File: src/rtl/fkd_pkg.sv
// Shared types and helpers for the frame keep/discard arbiter.
// Assumes: configuration bits are static during a frame.
package fkd_pkg;

    typedef struct packed {
        logic promisc;
        logic no_bcast;
        logic no_phys;
        logic lfilt_empty;
        logic runt_ok;
    } fkd_cfg_t;

    // True when every internal filter path is switched off.
    function automatic logic match_off(fkd_cfg_t c);
        return !c.promisc && c.no_bcast && c.no_phys && c.lfilt_empty;
    endfunction

endpackage

File: src/rtl/fkd_window_timer.sv
// Tracks frame occupancy and counts byte ticks after the delimiter.
// The count saturates at WINDOW_BYTES. The veto window is open while
// the count is below it. Assumes sfd, byte_tick and frame_end are
// single-cycle strobes; sfd wins over frame_end in the same cycle.
module fkd_window_timer #(
    parameter int WINDOW_BYTES = 64
) (
    input  logic clk,
    input  logic rst_n,
    input  logic sfd,
    input  logic byte_tick,
    input  logic frame_end,
    output logic win_open,
    output logic short_frame,
    output logic frame_close
);
    localparam int CW = $clog2(WINDOW_BYTES + 1);
    localparam logic [CW-1:0] LIMIT = CW'(WINDOW_BYTES);

    logic          in_frame;
    logic [CW-1:0] byte_cnt;

    // Frame occupancy and saturating byte counter.
    always_ff @(posedge clk) begin
        if (!rst_n) begin
            in_frame <= 1'b0;
            byte_cnt <= '0;
        end else if (sfd) begin
            in_frame <= 1'b1;
            byte_cnt <= '0;
        end else if (frame_end) begin
            in_frame <= 1'b0;
        end else if (byte_tick && in_frame && byte_cnt < LIMIT) begin
            byte_cnt <= byte_cnt + 1'b1;
        end
    end

    // Window and frame-close indications.
    always_comb begin
        win_open    = in_frame && (byte_cnt < LIMIT);
        short_frame = byte_cnt < LIMIT;
        frame_close = frame_end && in_frame;
    end

    p_cnt_bound_r6: assert property (@(posedge clk) disable iff (!rst_n)
        byte_cnt <= LIMIT);

    p_sfd_restart_r11: assert property (@(posedge clk) disable iff (!rst_n)
        sfd |=> (byte_cnt == '0) && win_open);

endmodule

File: src/rtl/fkd_reject_filter.sv
// Glitch filter for the active-low veto line. A veto is recorded after
// MIN_LOW_CLKS consecutive low samples, all taken while the window is
// open. Assumes MIN_LOW_CLKS >= 1. The record clears on each delimiter.
module fkd_reject_filter #(
    parameter int MIN_LOW_CLKS = 4
) (
    input  logic clk,
    input  logic rst_n,
    input  logic sfd,
    input  logic win_open,
    input  logic reject_n,
    output logic rej_hit
);
    localparam int LW = $clog2(MIN_LOW_CLKS + 1);
    localparam logic [LW-1:0] NEED = LW'(MIN_LOW_CLKS);

    logic [LW-1:0] low_cnt;

    // Count the low run inside the window; latch the veto when it is long enough.
    always_ff @(posedge clk) begin
        if (!rst_n || sfd) begin
            low_cnt <= '0;
            rej_hit <= 1'b0;
        end else if (win_open && !reject_n) begin
            if (low_cnt < NEED) begin
                low_cnt <= low_cnt + 1'b1;
            end
            if (low_cnt == NEED - 1'b1) begin
                rej_hit <= 1'b1;
            end
        end else begin
            low_cnt <= '0;
        end
    end

    p_rej_in_window_r6: assert property (@(posedge clk) disable iff (!rst_n)
        $rose(rej_hit) |-> $past(win_open) && !$past(reject_n));

    p_sfd_clears_r11: assert property (@(posedge clk) disable iff (!rst_n)
        sfd |=> !rej_hit);

    p_rej_holds_r5: assert property (@(posedge clk) disable iff (!rst_n)
        (rej_hit && !sfd) |=> rej_hit);

endmodule

File: src/rtl/fkd_verdict.sv
// Registers the keep/drop verdict at frame close. Priority: runt drop,
// then promiscuous, then the effective internal match, then the veto.
// Assumes addr_hit is valid in the frame-close cycle.
module fkd_verdict
    import fkd_pkg::*;
(
    input  logic     clk,
    input  logic     rst_n,
    input  logic     frame_close,
    input  logic     short_frame,
    input  fkd_cfg_t cfg,
    input  logic     addr_hit,
    input  logic     rej_hit,
    output logic     keep_o,
    output logic     drop_o
);
    logic runt_drop;
    logic hit_eff;
    logic keep_now;

    // Combine the configuration, the match flag and the veto into a keep decision.
    always_comb begin
        runt_drop = short_frame && !cfg.runt_ok;
        hit_eff   = addr_hit && !match_off(cfg);
        keep_now  = !runt_drop && (cfg.promisc || hit_eff || !rej_hit);
    end

    // Emit one pulse per frame close.
    always_ff @(posedge clk) begin
        if (!rst_n) begin
            keep_o <= 1'b0;
            drop_o <= 1'b0;
        end else begin
            keep_o <= frame_close && keep_now;
            drop_o <= frame_close && !keep_now;
        end
    end

    p_excl_r10: assert property (@(posedge clk) disable iff (!rst_n)
        !(keep_o && drop_o));

    p_pulse_source_r10: assert property (@(posedge clk) disable iff (!rst_n)
        (keep_o || drop_o) |-> $past(frame_close));

    p_promisc_keeps_r2: assert property (@(posedge clk) disable iff (!rst_n)
        (frame_close && cfg.promisc && !(short_frame && !cfg.runt_ok)) |=> keep_o);

    p_runt_drops_r9: assert property (@(posedge clk) disable iff (!rst_n)
        (frame_close && short_frame && !cfg.runt_ok) |=> drop_o);

endmodule

File: src/rtl/frame_keep_decider.sv
// Top of the frame keep/discard arbiter. It chains the window timer, the
// veto glitch filter and the verdict register. Assumes all inputs are
// synchronous to clk.
module frame_keep_decider
    import fkd_pkg::*;
#(
    parameter int WINDOW_BYTES = 64,
    parameter int MIN_LOW_CLKS = 4
) (
    input  logic clk,
    input  logic rst_n,
    input  logic sfd,
    input  logic byte_tick,
    input  logic frame_end,
    input  logic addr_hit,
    input  logic cfg_promisc,
    input  logic cfg_no_bcast,
    input  logic cfg_no_phys,
    input  logic cfg_lfilt_empty,
    input  logic cfg_runt_ok,
    input  logic reject_n,
    output logic keep_o,
    output logic drop_o
);
    fkd_cfg_t cfg;
    logic     win_open;
    logic     short_frame;
    logic     frame_close;
    logic     rej_hit;

    // Gather the configuration pins into one record.
    always_comb begin
        cfg = '{promisc:     cfg_promisc,
                no_bcast:    cfg_no_bcast,
                no_phys:     cfg_no_phys,
                lfilt_empty: cfg_lfilt_empty,
                runt_ok:     cfg_runt_ok};
    end

    fkd_window_timer #(.WINDOW_BYTES(WINDOW_BYTES)) u_timer (
        .clk         (clk),
        .rst_n       (rst_n),
        .sfd         (sfd),
        .byte_tick   (byte_tick),
        .frame_end   (frame_end),
        .win_open    (win_open),
        .short_frame (short_frame),
        .frame_close (frame_close)
    );

    fkd_reject_filter #(.MIN_LOW_CLKS(MIN_LOW_CLKS)) u_filter (
        .clk      (clk),
        .rst_n    (rst_n),
        .sfd      (sfd),
        .win_open (win_open),
        .reject_n (reject_n),
        .rej_hit  (rej_hit)
    );

    fkd_verdict u_verdict (
        .clk         (clk),
        .rst_n       (rst_n),
        .frame_close (frame_close),
        .short_frame (short_frame),
        .cfg         (cfg),
        .addr_hit    (addr_hit),
        .rej_hit     (rej_hit),
        .keep_o      (keep_o),
        .drop_o      (drop_o)
    );

endmodule

File: config.mk
export PLATFORM = sky130hd
export DESIGN_NAME = frame_keep_decider
export DESIGN_NICKNAME = d
export VERILOG_FILES = /design/src/rtl/fkd_pkg.sv /design/src/rtl/fkd_window_timer.sv /design/src/rtl/fkd_reject_filter.sv /design/src/rtl/fkd_verdict.sv /design/src/rtl/frame_keep_decider.sv
export SDC_FILE = /design/constraint.sdc
export NUM_CORES = 1
export LEC_CHECK = 0
export ABC_AREA = 1
export CORE_MARGIN = 8
export CORE_UTILIZATION = 30
export DETAILED_ROUTE_END_ITERATION = 8
export HOLD_SLACK_MARGIN = 0.03
export PLACE_DENSITY = 0.64
export SETUP_SLACK_MARGIN = 0.1
export SLEW_MARGIN = 20
export SYNTH_ARGS = -nofsm -noshare
export SYNTH_HDL_FRONTEND = slang
export SYNTH_SLANG_ARGS = --single-unit
File: constraint.sdc
create_clock -name clk -period 1.21 [get_ports clk]
set_clock_uncertainty 0.2 [all_clocks]
set_input_delay 0.242 -clock clk [delete_from_list [all_inputs] [get_ports clk]]
set_output_delay 0.242 -clock clk [all_outputs]
set_load 0.05 [all_outputs]
======== After elaboration in Yosys (flattened, before gate mapping) ========
Cells that the tools add are included.
word-level totals
  word-level logic and storage cells ...... 45
  input port bits ......................... 12
  register bits ........................... 14
  output and inout port bits .............. 2
operators by class
  $add $sub $neg .......................... 2
  bitwise gates (word level) .............. 3
  $lt $le $gt $ge ......................... 2
  mux-type cells .......................... 2
  reductions and logical operators ........ 29
  equal/unequal tests ..................... 1
operators with widths
  cell                                                             count
  1-bit logical AND                                                13
  1-bit logical NOT                                                8
  7-bit by 1-bit adder with 7-bit output, second input constant    1
  7-bit < comparator, second input constant                        1
  2-bit AND reduction                                              2
  2-bit OR reduction                                               2
  3-bit by 1-bit adder with 3-bit output, second input constant    1
  3-bit by 2-bit == test with 1-bit output, second input constant  1
  1-bit logical OR                                                 3
  3-bit < comparator, second input constant                        1
  1-bit NOT                                                        3
  1-bit two-way mux                                                2
  2-bit nonzero test                                               1

======== Depth between registers and ports, before layout ========
Gate-level depths: netlist of the first run.
  depth in word-level cells ............... 11
  mapped depth ............................ 7
  mapped depth without buffers ............ 7

======== Hierarchy ========
From an unflattened synthesis of the first run, not the netlist that was laid out.
second synthesis, totals
  cells, all modules ...................... 109
  area total of the unflattened synthesis .. 742.0 um^2
modules (own cells, without submodules)
  module             times used  cells an instance  seq. area each (um^2)  area each (um^2)
  fkd_window_timer   1           67                 160.2                  445.4
  fkd_reject_filter  1           29                 80.1                   198.9
  fkd_verdict        1           13                 40.0                   97.6

======== Worst setup path before layout of the first run ========
No wires, ideal clock.
  path type ............................... register to register
  from .................................... register u_timer.byte_cnt[1]
  to ...................................... register u_timer.byte_cnt[4]
  arrival ................................. 0.822 ns
  setup slack ............................. 0.072 ns
  stages on the path, launching flop included .. 7
  path buffers ............................ 0
  clock period less this slack ............ 1.138 ns
  path through ............................ dfxtp_1 > ha_1 > nand3_1 > nand2_1 > nand2_1 > nand2_1 > a21oi_1
on the way
  longest elaborated chain between the ends .. 3
RTL lines
  element                               line                    source
  start, declared                       fkd_window_timer.sv:21  logic [CW-1:0] byte_cnt;
  start signal, assigned                fkd_window_timer.sv:34  byte_cnt <= byte_cnt + 1'b1;
  7-bit < comparator                    fkd_window_timer.sv:33  end else if (byte_tick && in_frame && byte_cnt < LIMIT) begin
  1-bit logical AND                     fkd_window_timer.sv:33
  2-bit AND reduction (no source line)  -
Parallel ways exist; a longest one is shown, timed or not.
A chain may end at the register's enable or synchronous reset.

======== Worst setup path in the final report of the first run ========
  from .................................... register u_verdict.drop_o
  to ...................................... output drop_o
RTL lines
  element                 line                      source
  start, declared         fkd_verdict.sv:15         output logic drop_o
  start signal, assigned  fkd_verdict.sv:35         drop_o <= frame_close && !keep_now;
  end, declared           frame_keep_decider.sv:23  output logic drop_o
No word-level cell between the ends.

==> metrics.cfg, run 1 <==
[outcome]
outcome = completed

[global_routing]
antenna_found_initial = 0
final_global_route_overflow_total = 0
via_count_of_the_first_global_routing_pass = 594
grt_use_total_pct = 7.71
grt_first_pass_wirelength_um = 2480
grt_max_degree = 9

[synthesis]
yosys_warnings = 0
ys_ff_latch = 14
synth_fp_nets = 105
synth.top_cells.by_area = dfxtp_1 42%, nand2_1 12%, inv_1 7.9%
post_synth_most_frequent_cells = 22 x nand2_1, 14 x dfxtp_1, 14 x inv_1, 8 x a21oi_1, 8 x nor2_1
synthDominantAreaCellType = dfxtp_1
yosys.area.top_type_share_pct = 42.2
syn-instance-count = 90
count_of_unique_library_cells_instantiated_by_yosys = 15
syn-cell-area_um2 = 664
post_synth.cell_area_avg_um2 = 7.38
seq_area_frac_synth_pct = 42.2
synthArstFlopShare_pct = 0
synth-edff-count = 0
post-synth-top-count-cell = nand2_1
synthFlopType = dfxtp_1

[clocking]
cts_max_path_buffers = 2
clk-insertion-delay-late_ns = 0.29
cts-buffers-inserted = 3
htree_num_levels = 1
cts.reportedPaths.clkPinSlew_ns = 0.09
clk_root_buffer_cell = clkbuf_4
cts_num_sinks = 14
cts_hold_buffers = 0
cts_tree = done

[cells_and_area]
flow.area_growth_from_synthesis_pct = 62.9
multi_input_comb_area_um2 = 442
area.sequential_um2 = 304
postLayoutCellArea_um2 = 1080
antenna_cells_inserted = 0
final_nets = 130
layout-drive-gt1-share_pct = 45.6
num-fill-cells = 200

[setup_path]
criticalPathCategory = reg -> out
setup.worst_path.end_class = output pin
worstReg2RegStart = u_timer.in_frame
path_buf_inv = 1
slowest_delay_ns = 0.35
setup.worst_path.start_class = flop
cp_data_arrival_time_ns = 0.77
critPathLaunch = u_verdict.drop_o
dominant_delay_contributor_by_cell_family_on_the_critical_path = flip-flops
critical_path.cell_chain = buf_12
worstPathMaxFanout = 1
critPathSlowestCell = dfxtp_2
cp.required_ns = 0.77

[worst_hold_path]
min-delay-path-class = in -> reg
worstHoldStart = sfd

[sta]
hold-worst-slack_ns = 0.191
clock.fmax_mhz = 827
worst_slack_ns = 0.000995
setup-violations-final = 0
drv_slew = 0
rsz0062_at_grt = yes
layout_worst_path_cycle_share_pct = 99.9
final_hold_viol_count = 0
rel_slew_slack_pct = 83.1
setup_tns_ns = 0
slew_at_the_pin_closest_to_its_max_slew_limit_ns = 0.252
min_period_ns = 1.21

[drt]
route.final.wire_length_um = 1710
drt_iter0_markers = 14
avgRoutedWirePerCell_um = 12.0
postRouteAntennaNets = 0
firstDrtPassIters = 3
drc = 0
routed_via_density = 4.60
via_count = 653

[die]
floorplan.die_area_um2 = 3980
fp-row-count = 17
initial_utilization_pct = 30.9
vertical_die_dimension_um = 63.1
core_um2 = 2150
boundaryPins = 14
die_w_um = 63.1

[power_and_ir_drop]
power.clock.fraction_pct = 37.3
p_switching_mw = 0.215
power_density_nw_per_um2 = 845
combinationalPowerShare_pct = 11.7
power_frac_seq_pct = 51.0
worst_ir_drop_vdd_mv = 0.502
p_int_mw = 0.700
p_leak_nw = 0.453
power.share.switching_pct = 23.5

[placement]
finalWeightedCongestion = 0.797
numPortBuffers = 13
post_placement_setup_slack_ns = -0.369
dpl.hpwl_um = 1130
place_area_um2 = 886

[flow_run]
maxCapViolCount = 0

-- power by group through the flow --
stage,Combinational [mW],Clock [mW],Sequential (mW)
finish,0.107,0.341,0.466
global route,0.115,0.378,0.467
CTS,0.0920,0.352,0.470
detailed placement,0.0919,0,0.481
global placement,0.0913,0,0.481
floorplan,0.0304,0,0.484
-- final timing paths --
kind	end	depth (start not counted)	slack, ns
setup / recovery	drop_o	1	0.001
hold / removal	u_timer.in_frame	3	0.19
setup reg to reg	u_timer.byte_cnt[5]	6	0.03
hold reg to reg	u_filter.rej_hit	2	0.26
-- cell usage in the layout (no fill, tap or decap), drive strengths merged, types with 3 or more instances in the layout --
master,Yosys,final
o21ai,4,4
clkdlybuf4s50,0,4
inv,14,14
clkbuf,0,4
a21oi,8,8
dfxtp,14,14
nand3,5,5
dlymetal6s2s,0,3
nor2,11,11
nand4,3,3
dlygate4sd2,0,4
nand2,24,24
ha,3,3
buf,0,9
-- metal layers --
| metal | global-route usage [%] | wire [um] | vias up |
|---|---|---|---|
| met5 | 0 | 0 | - |
| met4 | 4.27 | 27 | 0 |
| met3 | 3.71 | 94 | 2 |
| met2 | 12.0 | 816 | 19 |
| met1 | 8.38 | 773 | 299 |
| li1 | - | - | 333 |
-- state kept, by name (all words and copies together) (netlist names) --
| register | cells |
|---|---|
| u_timer.byte_cnt | 7 |
| u_filter.low_cnt | 3 |
| u_filter.rej_hit | 1 |
| u_timer.in_frame | 1 |
| u_verdict.drop_o | 1 |
| u_verdict.keep_o | 1 |
-- worst min-delay path, cell delays in order --
cell,delay [ns]
dlygate4sd2_1,0.27
inv_1,0.07
a21oi_1,0.07
-- stage by stage --
step	power, mW	util, %	cells
after floorplan	0.515	-	90
after global placement	0.572	41.2	135
after detailed placement	0.573	41.2	135
after CTS	0.913	46.2	140
after global routing	0.959	50.4	142
final	0.914	50.4	142
-- what timing repair did --
action | in CTS | in global routing
gates resized for setup | 27 | 25
pin swaps | 8 | 20
gates cloned | 0 | 0
hold endpoints to repair | 0 | 0
endpoints found under the setup margin | 13 | 13
setup buffers | 1 | 2
-- layout make-up --
type	instances	area share (%)
multi-input combinational	62	40.8
sequential	14	28.1
clock buffer	4	3.35
tap	28	3.24
timing repair buffer	20	19.7
inverter	14	4.86
-- cells by family (layout without fill, tap and decap cells) --
| group | count (synthesis) | count (layout) | synth area share (%) |
|---|---|---|---|
| AOI/OAI and AO/OA | 12 | 12 | 9.04 |
| xor gates and xnor gates | 2 | 2 | 2.64 |
| adders and majority gates | 3 | 3 | 5.65 |
| buffers and inverters | 14 | 38 | 7.91 |
| DFF | 14 | 14 | 42.2 |
| and+or+nand+nor | 45 | 45 | 32.6 |
(Power assumes the default switching activity.)
==> run 2, diff against run 1 <==
Settings changed: MAX_ROUTING_LAYER set to met4.
==> run 2 against run 1 <==
  * Cell count is the same
  * Clock power hardly changed
  * Sequential share of layout area stayed put
  * Worst hold slack improved by 0.00053 ns
  * Critical endpoint unchanged
  * Design area is the same
  * Register-to-register slack about the same
  * First-iteration DRC count down 7.1%
  * Non-clock buffer count unchanged
  * Clock-buffer cell count did not move
  * Wire length up 0.12%
==> metrics.cfg, run 2 (synthesis results as in run 1) <==
[cells_and_area]
most-common-layout-cells = 17 x nand2_1, 11 x inv_1, 7 x dfxtp_2
layout-drive-gt1-share_pct = 45.6  ; unchanged
largestRegisters = u_timer.byte_cnt: 7 flops, u_filter.low_cnt: 3 flops
largest_register_ff_count = 7  ; unchanged
final_nets = 130  ; unchanged
antenna_cells_inserted = 0  ; unchanged
num-fill-cells = 200  ; unchanged
postLayoutCellArea_um2 = 1080  ; unchanged
flow.area_growth_from_synthesis_pct = 62.9  ; unchanged
top_reg_by_flops = u_timer.byte_cnt
final_common_cell = nand2_1
finish.cell_count_without_fillers = 142  ; unchanged

[global_routing]
via_count_of_the_first_global_routing_pass = 596  ; +0.34%
grt_use_total_pct = 7.92  ; +0.21 points
grt_max_degree = 9  ; unchanged
antenna_found_initial = 0  ; unchanged
grt_first_pass_wirelength_um = 2480  ; unchanged
final_global_route_overflow_total = 0  ; unchanged

[placement]
post_placement_setup_slack_ns = -0.369  ; unchanged
finalWeightedCongestion = 0.809  ; +1.4%
place_area_um2 = 886  ; unchanged
dp.cells = 135  ; unchanged
dpl.hpwl_um = 1130  ; unchanged
numPortBuffers = 13  ; unchanged

[power_and_ir_drop]
p_leak_nw = 0.453  ; unchanged
finalPower_mw = 0.915  ; about the same
worst_ir_drop_vdd_mv = 0.502  ; about the same
power_density_nw_per_um2 = 845  ; about the same

[sta]
worst_slack_ns = 0.000857  ; -0.000138 ns
drv_slew = 0  ; unchanged
hold-worst-slack_ns = 0.192  ; +0.000532 ns
slew_at_the_pin_closest_to_its_max_slew_limit_ns = 0.251  ; -0.00120 ns
min_period_ns = 1.21  ; +0.000138 ns
rel_slew_slack_pct = 83.2  ; about the same
layout_worst_path_cycle_share_pct = 99.9  ; about the same
rsz0062_at_grt = yes
clock.fmax_mhz = 827  ; about the same
setup-violations-final = 0  ; unchanged
final_hold_viol_count = 0  ; unchanged

[clocking]
cts_hold_buffers = 0  ; unchanged
htree_num_levels = 1  ; unchanged
clk_root_buffer_cell = clkbuf_4
cts_tree = done
clk-insertion-delay-late_ns = 0.29  ; about the same
cts_max_path_buffers = 2  ; unchanged
cts-buffers-inserted = 3  ; unchanged
cts.reportedPaths.clkPinSlew_ns = 0.09  ; about the same
cts_num_sinks = 14  ; unchanged

[setup_path]
setup.worst_path.start_class = flop
dominant_delay_contributor_by_cell_family_on_the_critical_path = flip-flops
critical_path.cell_chain = buf_12
critical_path_depth = 1  ; unchanged
path_buf_inv = 1  ; unchanged
worstPathMaxFanout = 1  ; unchanged
cp_data_arrival_time_ns = 0.77  ; about the same
setup.worst_path.end_class = output pin
slowest_delay_ns = 0.35  ; about the same
criticalPathCategory = reg -> out
critPathSlowestCell = dfxtp_2
cp.required_ns = 0.77  ; about the same
timing.reg2reg.worst_path_depth = 6  ; unchanged

[die]
die_w_um = 63.1  ; unchanged
floorplan.die_area_um2 = 3980  ; unchanged
fp-row-count = 17  ; unchanged
initial_utilization_pct = 30.9  ; unchanged
boundaryPins = 14  ; unchanged
core_um2 = 2150  ; unchanged
vertical_die_dimension_um = 63.1  ; unchanged

[drt]
avgRoutedWirePerCell_um = 12.1  ; +0.12%
postRouteAntennaNets = 0  ; unchanged
drt_iter0_markers = 13  ; -1
route.final.wire_length_um = 1710  ; +0.12%
via_count = 657  ; +0.61%
firstDrtPassIters = 3  ; unchanged
drc = 0  ; unchanged
routed_via_density = 4.63  ; +0.61%

[worst_hold_path]
min-delay-path-class = in -> reg
hold_depth = 3  ; unchanged

[flow_run]
maxCapViolCount = 0  ; unchanged

[outcome]
outcome = completed

## run 2: worst paths after layout
kind | startpoint | end | slack [ns]
worst max-delay path | u_verdict.drop_o | drop_o | 0.0009
worst min-delay path | sfd | u_timer.in_frame | 0.19
worst max register to register | u_timer.in_frame | u_timer.byte_cnt[5] | 0.03
worst min register to register | u_filter.rej_hit | u_filter.rej_hit | 0.26
## run 2: layout make-up
cell class                 count  area, um2  share of cell area [%]
inverter                      14       52.6                    4.86
clock buffer                   4       36.3                    3.35
multi-input combinational     62        442                    40.8
timing repair buffer          20        213                    19.7
tap                           28       35.0                    3.24
sequential                    14        304                    28.1
## run 2: metrics by stage
step	utilization, %	TNS (ns)
5_1_grt	50.4	-0.117
6_report	50.4	0
2_1_floorplan	-	0
4_1_cts	46.2	-0.0143
3_5_place_dp	41.2	-3.74
3_3_place_gp	41.2	-3.42
## run 2: per-layer routing
layer,vias to the layer above,global-route usage (%),wire length (um)
met5,-,-,0
met3,2,3.71,94
met4,0,4.27,27
met2,19,12.0,814
met1,303,8.38,776
li1,333,-,-
## run 2: where the power goes
group / internal, mW / switching, mW
clock network: 0.183 / 0.158
logic: 0.0573 / 0.0497
registers: 0.459 / 0.00739
total: 0.700 / 0.215
## run 2: timing repair
item	4_1_cts	5_1_grt
setup endpoints to repair	13	13
cloned	0	0
hold endpoints to repair	0	0
gates resized for setup	27	25
setup buffers	1	2
pin swaps	8	20
